## config.mk

```make
export PLATFORM = sky130hd
export DESIGN_NAME = thr_cross_counter
export DESIGN_NICKNAME = d
export VERILOG_FILES = /design/src/rtl/thr_pkg.sv /design/src/rtl/thr_mag_cmp.sv /design/src/rtl/thr_window_timer.sv /design/src/rtl/thr_hit_accum.sv /design/src/rtl/thr_cross_counter.sv
export SDC_FILE = /design/constraint.sdc
export NUM_CORES = 1
export LEC_CHECK = 0
export ABC_AREA = 1
export BUFFER_PORTS_ARGS = -buffer_cell sky130_fd_sc_hd__buf_2
export CAP_MARGIN = 20
export CORE_MARGIN = 2
export CORE_UTILIZATION = 26
export CTS_CLUSTER_SIZE = 20
export DETAILED_ROUTE_END_ITERATION = 12
export GPL_TIMING_DRIVEN = 0
export PLACE_DENSITY = 0.41
export SYNTH_ARGS = -nofsm -noshare
export SYNTH_HDL_FRONTEND = slang
export SYNTH_SLANG_ARGS = --single-unit
```

## constraint.sdc

```tcl
create_clock -name clk -period 5.9 [get_ports clk]
set_clock_uncertainty 0.15 [all_clocks]
set_input_delay 1.18 -clock clk [delete_from_list [all_inputs] [get_ports clk]]
set_output_delay 1.18 -clock clk [all_outputs]
set_load 0.005 [all_outputs]
```

## src/rtl/thr_pkg.sv

```systemverilog
package thr_pkg;
  parameter int unsigned TC_SAMPLE_W = 16;
  parameter int unsigned TC_THR_W    = 13;
  parameter int unsigned TC_PERIOD_W = 24;
  parameter int unsigned TC_CNT_W    = 24;
endpackage

```

## src/rtl/thr_mag_cmp.sv

```systemverilog
module thr_mag_cmp #(
  parameter int unsigned SAMPLE_W = thr_pkg::TC_SAMPLE_W,
  parameter int unsigned THR_W    = thr_pkg::TC_THR_W
) (
  input  logic                smp_valid,
  input  logic [SAMPLE_W-1:0] smp_data,
  input  logic [THR_W-1:0]    thresh,
  output logic                hit
);
  localparam int unsigned MAG_W = SAMPLE_W - 1;
  localparam int unsigned CMP_W = (MAG_W > THR_W) ? MAG_W : THR_W;
  localparam logic [SAMPLE_W-1:0] MIN_CODE = {1'b1, {MAG_W{1'b0}}};

  // absolute value with the most negative code pinned to full scale
  function automatic logic [MAG_W-1:0] abs_sat(input logic [SAMPLE_W-1:0] x);
    logic [SAMPLE_W-1:0] neg;
    neg = ~x + 1'b1;
    if (x == MIN_CODE)        return '1;
    else if (x[SAMPLE_W-1])   return MAG_W'(neg);
    else                      return MAG_W'(x);
  endfunction

  function automatic logic above(input logic [MAG_W-1:0] m, input logic [THR_W-1:0] t);
    return CMP_W'(m) > CMP_W'(t);
  endfunction

  assign hit = smp_valid && above(abs_sat(smp_data), thresh);
endmodule

```

## src/rtl/thr_window_timer.sv

```systemverilog
module thr_window_timer #(
  parameter int unsigned PERIOD_W = thr_pkg::TC_PERIOD_W
) (
  input  logic                clk,
  input  logic                rst_n,
  input  logic                en,
  input  logic [PERIOD_W-1:0] period,
  output logic                win_end
);
  // tmr_q == 0 means "window starts now, take period"
  logic [PERIOD_W-1:0] tmr_q;
  logic [PERIOD_W-1:0] rem;

  assign rem     = (tmr_q == '0) ? period : tmr_q;
  assign win_end = en && (rem <= PERIOD_W'(1));

  always_ff @(posedge clk) begin
    if (!rst_n)       tmr_q <= '0;
    else if (!en)     tmr_q <= '0;
    else if (win_end) tmr_q <= '0;
    else              tmr_q <= rem - PERIOD_W'(1);
  end
endmodule

```

## src/rtl/thr_hit_accum.sv

```systemverilog
module thr_hit_accum #(
  parameter int unsigned CNT_W = thr_pkg::TC_CNT_W
) (
  input  logic             clk,
  input  logic             rst_n,
  input  logic             en,
  input  logic             hit,
  input  logic             win_end,
  output logic [CNT_W-1:0] cnt_q,
  output logic [CNT_W-1:0] hold_q,
  output logic             hold_upd
);
  function automatic logic [CNT_W-1:0] bump(input logic [CNT_W-1:0] c, input logic h);
    return c + CNT_W'(h);
  endfunction

  logic [CNT_W-1:0] next_sum;
  assign next_sum = bump(cnt_q, hit);

  always_ff @(posedge clk) begin
    if (!rst_n) begin
      cnt_q    <= '0;
      hold_q   <= '0;
      hold_upd <= 1'b0;
    end else begin
      hold_upd <= 1'b0;
      if (!en) begin
        cnt_q <= '0;
      end else if (win_end) begin
        hold_q   <= next_sum;
        hold_upd <= 1'b1;
        cnt_q    <= '0;
      end else begin
        cnt_q <= next_sum;
      end
    end
  end
endmodule

```

## src/rtl/thr_cross_counter.sv

```systemverilog
module thr_cross_counter #(
  parameter int unsigned SAMPLE_W = thr_pkg::TC_SAMPLE_W,
  parameter int unsigned THR_W    = thr_pkg::TC_THR_W,
  parameter int unsigned PERIOD_W = thr_pkg::TC_PERIOD_W,
  parameter int unsigned CNT_W    = thr_pkg::TC_CNT_W
) (
  input  logic                clk,
  input  logic                rst_n,
  input  logic                en,
  input  logic                smp_valid,
  input  logic [SAMPLE_W-1:0] smp_data,
  input  logic [THR_W-1:0]    thresh,
  input  logic [PERIOD_W-1:0] period,
  output logic [CNT_W-1:0]    hold_q,
  output logic                hold_upd
);
  logic             hit_w;
  logic             win_end_w;
  logic [CNT_W-1:0] cnt_w;

  thr_mag_cmp #(.SAMPLE_W(SAMPLE_W), .THR_W(THR_W)) cmp_i (
    .smp_valid (smp_valid),
    .smp_data  (smp_data),
    .thresh    (thresh),
    .hit       (hit_w)
  );

  thr_window_timer #(.PERIOD_W(PERIOD_W)) tmr_i (
    .clk     (clk),
    .rst_n   (rst_n),
    .en      (en),
    .period  (period),
    .win_end (win_end_w)
  );

  thr_hit_accum #(.CNT_W(CNT_W)) acc_i (
    .clk      (clk),
    .rst_n    (rst_n),
    .en       (en),
    .hit      (hit_w),
    .win_end  (win_end_w),
    .cnt_q    (cnt_w),
    .hold_q   (hold_q),
    .hold_upd (hold_upd)
  );
endmodule

```

==> results of run 1 <==
## cell type report
class / instances / share of cell area [%]
sequential: 73 / 24.2
timing repair buffer: 81 / 6.76
inverter: 151 / 9.39
clock buffer: 10 / 3.96
tap: 234 / 4.85
multi-input combinational: 545 / 46.0
clock inverter: 5 / 2.11
buffer: 23 / 2.74
## synth_stat cells, types with 11 or more instances
| master | number |
|---|---|
| nor2_2 | 13 |
| nand4_1 | 31 |
| a21oi_1 | 29 |
| nor2_1 | 128 |
| dfxtp_1 | 73 |
| nor3_1 | 11 |
| ha_1 | 18 |
| o21ai_0 | 13 |
| inv_1 | 150 |
| xor2_1 | 26 |
| nand3_1 | 30 |
| nand2_1 | 209 |
## worst max path at each step
stage | startpoint | endpoint | slack, ps | depth (start not counted)
floorplan | smp_data[1] | acc_i.cnt_q[20]$_SDFF_PP0_ | 770 | 35
global placement | smp_data[1] | acc_i.hold_q[20]$_SDFFE_PN0P_ | -540 | 36
detailed placement | smp_data[1] | acc_i.hold_q[20]$_SDFFE_PN0P_ | -450 | 36
CTS | smp_data[1] | acc_i.hold_q[20]$_SDFFE_PN0P_ | 4 | 36
global route | smp_data[1] | acc_i.hold_q[18]$_SDFFE_PN0P_ | 6 | 34
finish | smp_data[1] | acc_i.hold_q[21]$_SDFFE_PN0P_ | 610 | 35
## flip-flops by register name, indices dropped and copies added (netlist names)
| signal | count |
|---|---|
| acc_i.cnt_q | 24 |
| tmr_i.tmr_q | 24 |
| acc_i.hold_upd | 1 |
| acc_i.hold_q | 24 |
## report_power, final
| part | total [mW] | leakage, nW | internal, mW | switching, mW |
|---|---|---|---|---|
| Clock | 0.685 | 0.175 | 0.465 | 0.220 |
| Sequential | 0.578 | 0.590 | 0.552 | 0.0268 |
| Combinational | 2.13 | 2.41 | 0.649 | 1.48 |
## cells by family after synthesis
family / Yosys count
simple gates: 443
compound gates: 54
xor+xnor: 30
fa+ha+maj: 18
flops: 73
buf+inv: 174
## critical path: cells and delay by family
family,cells,cell delay [ps]
and+or+nand+nor,22,2590
buffers and inverters,6,590
adders and majority gates,3,490
AOI/OAI and AO/OA,3,330
xor gates and xnor gates,1,220
## timing repair
action | 4_1_cts | 5_1_grt
gates resized for setup | 1 | 14
pin swaps | 0 | 3
endpoints found under the setup margin | 6 | 23
buffers inserted | 0 | 1
## metrics by stage
step	utilization, %	total power [mW]	cells	setup TNS [ps]	instance area [um2]
2_1_floorplan	-	2.19	792	0	4910
3_3_place_gp	30.1	2.74	1106	-7070	5610
3_5_place_dp	30.1	2.72	1106	-5910	5610
4_1_cts	32.1	3.42	1121	0	5980
5_1_grt	32.4	3.74	1122	0	6040
6_report	32.4	3.39	1122	0	6040
## metal layers
layer | vias to the layer above | global-route usage, % | routed length (um)
met5 | - | 0 | 0
met4 | 0 | 2.84 | 87
met3 | 8 | 3.48 | 606
met2 | 74 | 24.0 | 6380
met1 | 2024 | 18.7 | 6770
li1 | 2604 | - | -
==> impl_metrics.json, run 1 <==
{
  "outcome": "completed",
  "required_ps": 6030,
  "synth-simple-area-share_pct": 39.2,
  "hold_violations": 0,
  "pre_cts_ws_ps": -453,
  "rr_startpoint": "tmr_i.tmr_q[20]$_SDFF_PP0_",
  "syn_area_mm2": 0.00491,
  "wl_um": 13800,
  "worst_pin_slew_ps": 539,
  "synth.distinct_cells": 34,
  "drive_gt1_share_pct": 17.6,
  "n_antenna_cell": 0,
  "path_clk_slew_ps": 60,
  "cap_viol_max_count": 0,
  "grt_pass1_vias": 4579,
  "mostFrequentLayoutCells": "208 x nand2_1, 150 x inv_1, 124 x nor2_1, 85 x buf_2, 73 x dfxtp_1",
  "ys.flop_type": "dfxtp_1",
  "insertion_delay_ps": 340,
  "rr_endpoint": "acc_i.cnt_q[22]$_SDFF_PP0_",
  "die_w_um": 141,
  "worstHoldPathCells": 2,
  "synth_edf_count": 0,
  "timing.final.crit_share_pct": 89.6,
  "grt_max_degree": 13,
  "leakage_nw": 3.17,
  "nFillCells": 2116,
  "synthTopCellsByArea": "dfxtp_1 30%, nand2_1 16%, inv_1 11%, nor2_1 9.8%, xor2_1 4.6%",
  "whs_ps": 351,
  "worst_slack_ps": 614,
  "cp-start-kind": "input port",
  "power_density_mw_per_mm2": 561,
  "finalMaxSlewViolations": 0,
  "routedWlPerCell_um": 12.3,
  "synth_fa_ha_area_share_pct": 4.58,
  "grt_pass1_wl_um": 22700,
  "rsz0062_at_grt": "false",
  "synth_top_family_by_area": "simple AND/OR/NAND/NOR gates",
  "root_buffer": "clkbuf_16",
  "crit_top_cell": "nand2_1",
  "r2r_cells": 17,
  "min_from": "acc_i.hold_q[17]$_SDFFE_PN0P_",
  "slew_headroom_pct": 63.9,
  "cts.path.max_buffers": 2,
  "yosysTopAreaCellShare_pct": 29.7,
  "die_area_mm2": 0.0200,
  "syn_area_per_cell_um2": 6.20,
  "crit_slowest_cell": "nor2_2",
  "cts_num_sinks": 73,
  "drc": 0,
  "hold_buffers": 0,
  "worst_setup_path_end_kind": "flip-flop",
  "place_congestion": 0.810,
  "synth_top_cell_by_area": "dfxtp_1",
  "syn_nets": 867,
  "async_flop_share_pct": 0,
  "nNetsFinal": 959,
  "min_path_type": "flip-flop to flip-flop",
  "synth_seq_cells": 73,
  "cts_buffers": 9,
  "hold-path-endpoint": "acc_i.hold_q[17]$_SDFFE_PN0P_",
  "critPathKind": "input port to flip-flop",
  "dr_total_vias": 4710,
  "synth-xor-area-share_pct": 5.35,
  "antenna_found_initial": 0,
  "rows": 50,
  "post-dp-hpwl_um": 11000,
  "synth-compound-area-share_pct": 6.21,
  "netlist_instances": 792,
  "first_pass_iters": 5,
  "grt_usage_pct": 14.3,
  "fin_crit_ps": 5290,
  "overflow": 0,
  "multi_input_area_mm2": 0.00278,
  "cp_slowest_stage_delay_ps": 230,
  "final-seq-area_mm2": 0.00146,
  "core_area_mm2": 0.0186,
  "ys_seq_area_share_pct": 29.7,
  "start_util_pct": 26.4,
  "finalSetupViolations": 0,
  "area_growth_pct": 22.9,
  "port_buffers": 80,
  "h-tree-depth": 3,
  "final_common_cell": "nand2_1",
  "die_y_um": 141,
  "yosysWarnings": 0,
  "cts_tree": "built",
  "cp.arrival_ps": 5420,
  "vias_per_cell": 4.20,
  "ir_drop_v": 0.000261,
  "synthMuxAreaShare_pct": 0,
  "maxClockFrequency_ghz": 0.189,
  "ant_nets": 0,
  "drtIter0Drc": 163,
  "ioPinCount": 82,
  "path_max_fanout": 10,
  "r2r_slack_ps": 2670
}
Note: power is estimated with default switching activity, not from simulation.
==> inputs of run 2 (changes only) <==
- CORE_ASPECT_RATIO: unset -> 0.7
- SETUP_SLACK_MARGIN: unset -> 0.02
==> impl_metrics.json, run 2 (synthesis results as in run 1) <==
{
  "cp.arrival_ps": 5450,
  "final_common_cell": "nand2_1",
  "worst_pin_slew_ps": 531,
  "slew_headroom_pct": 64.5,
  "maxClockFrequency_ghz": 0.188,
  "die_y_um": 119,
  "r2r_cells": 17,
  "busiest_layer": "met1",
  "rsz0062_at_grt": "false",
  "cellInternalPower_mw": 1.53,
  "wl_um": 14300,
  "power_density_mw_per_mm2": 549,
  "required_ps": 6020,
  "ant_nets": 0,
  "grt_max_degree": 13,
  "area_growth_pct": 21.2,
  "crit_top_cell": "nand2_1",
  "mostFrequentLayoutCells": "208 x nand2_1, 150 x inv_1, 125 x nor2_1, 86 x buf_2, 73 x dfxtp_1",
  "nNetsFinal": 959,
  "p_sw_share_pct": 53.4,
  "cp_slowest_stage_delay_ps": 270,
  "vias_per_cell": 4.19,
  "p_seq_share_pct": 17.8,
  "port_buffers": 80,
  "met2_usage_pct": 20.9,
  "antenna_found_initial": 0,
  "insertion_delay_ps": 330,
  "overflow": 0,
  "drive_gt1_share_pct": 17.2,
  "pre_cts_ws_ps": -423,
  "grt_usage_pct": 14.7,
  "hold_buffers": 0,
  "path_max_fanout": 10,
  "p_sw_mw": 1.75,
  "finalMaxSlewViolations": 0,
  "whs_ps": 359,
  "clock_power_share_pct": 16.8,
  "dr_total_vias": 4740,
  "root_buffer": "clkbuf_16",
  "use_met1_pct": 22.7,
  "ir_drop_v": 0.000241,
  "drtIter0Drc": 227,
  "outcome": "completed",
  "post-dp-hpwl_um": 11300,
  "core_area_mm2": 0.0187,
  "crit_family": "simple AND/OR/NAND/NOR gates",
  "n_antenna_cell": 0,
  "rows": 42,
  "path_buf_inv": 6,
  "finalSetupViolations": 0,
  "min_path_type": "flip-flop to flip-flop",
  "use_met3_pct": 3.12,
  "grt_pass1_vias": 4524,
  "ioPinCount": 82,
  "cts.path.max_buffers": 2,
  "die_area_mm2": 0.0200,
  "cts_tree": "built",
  "stdcell_count": 1131,
  "crit_slowest_cell": "nor3_1",
  "path_clk_slew_ps": 60,
  "cp-start-kind": "input port",
  "worstHoldPathCells": 4,
  "critPathKind": "input port to flip-flop",
  "top_regs": "acc_i.cnt_q (24), acc_i.hold_q (24), tmr_i.tmr_q (24)",
  "cp.depth": 34,
  "fin_tns_setup_ps": 0,
  "fin_crit_ps": 5330,
  "routedWlPerCell_um": 12.6,
  "drc": 0,
  "first_pass_iters": 5,
  "worst_slack_ps": 567,
  "cts_buffers": 9,
  "start_util_pct": 26.3,
  "cap_viol_max_count": 0,
  "h-tree-depth": 3,
  "worst_setup_path_end_kind": "flip-flop",
  "share_comb_of_total_power_pct": 65.5,
  "final_area_mm2": 0.00596,
  "leakage_nw": 3.14,
  "place_congestion": 0.858,
  "grt_pass1_wl_um": 23300,
  "die_w_um": 168,
  "cts_num_sinks": 73,
  "timing.final.crit_share_pct": 90.4,
  "hold_violations": 0,
  "dp.cells": 1114,
  "placed_cell_area_mm2": 0.00562
}
[run 2: cell count changes in the layout (fill, tap and decap cells not counted), sizes merged]
| cell | delta |
|---|---|
| clkinv | +3 |
| buf | +1 |
| bufinv | -3 |
[run 2: final cells by class]
| cell class | count | area, um2 |
|---|---|---|
| tap | 242 | 303 |
| sequential | 73 | 1460 |
| inverter | 151 | 567 |
| clock buffer | 11 | 233 |
| multi-input combinational | 545 | 2760 |
| fill | 2122 | 12800 |
| buffer | 23 | 165 |
| timing repair buffer | 81 | 408 |
| clock inverter | 5 | 56.3 |
[run 2: per-stage QoR]
step	power [mW]	utilization (%)
floorplan	2.19	-
global placement	2.75	30.0
detailed placement	2.73	30.0
CTS	3.29	31.6
global route	3.61	31.8
finish	3.27	31.8
[run 2: power groups by stage]
stage                     Clock (mW)  Combinational, mW  Sequential [mW]
after floorplan                    0               1.60            0.585
after global routing           0.580               2.44            0.587
after global placement             0               2.16            0.592
final                          0.548               2.14            0.581
after detailed placement           0               2.14            0.591
after CTS                      0.564               2.15            0.581
[run 2: per-layer routing]
metal / wire length, um / vias to the layer above
met5: 0 / -
li1: - / 2596
met2: 5410 / 100
met3: 834 / 10
met1: 7950 / 2034
met4: 104 / 0
[run 2: final timing paths]
check	endpoint	slack (ps)	startpoint
setup / recovery	acc_i.hold_q[18]$_SDFFE_PN0P_	570	smp_data[1]
hold / removal	acc_i.hold_q[13]$_SDFFE_PN0P_	360	acc_i.hold_q[13]$_SDFFE_PN0P_
setup reg to reg	acc_i.cnt_q[15]$_SDFF_PP0_	2680	tmr_i.tmr_q[17]$_SDFF_PP0_
hold reg to reg	acc_i.hold_q[13]$_SDFFE_PN0P_	360	acc_i.hold_q[13]$_SDFFE_PN0P_
[run 2: worst register-to-register path: cells and delay by family, from the launching register on]
kind,cells,cell delay (ps)
and+or+nand+nor,11,1350
DFF,1,350
AOI/OAI and AO/OA,2,390
adders and majority gates,1,190
buffers and inverters,3,660
[run 2: what timing repair did]
| action | CTS | global route |
|---|---|---|
| hold endpoints to repair | 0 | 0 |
| gates resized for setup | 1 | 12 |
| setup endpoints to repair | 5 | 24 |
| setup buffers | 0 | 1 |
| pin swaps | 0 | 1 |
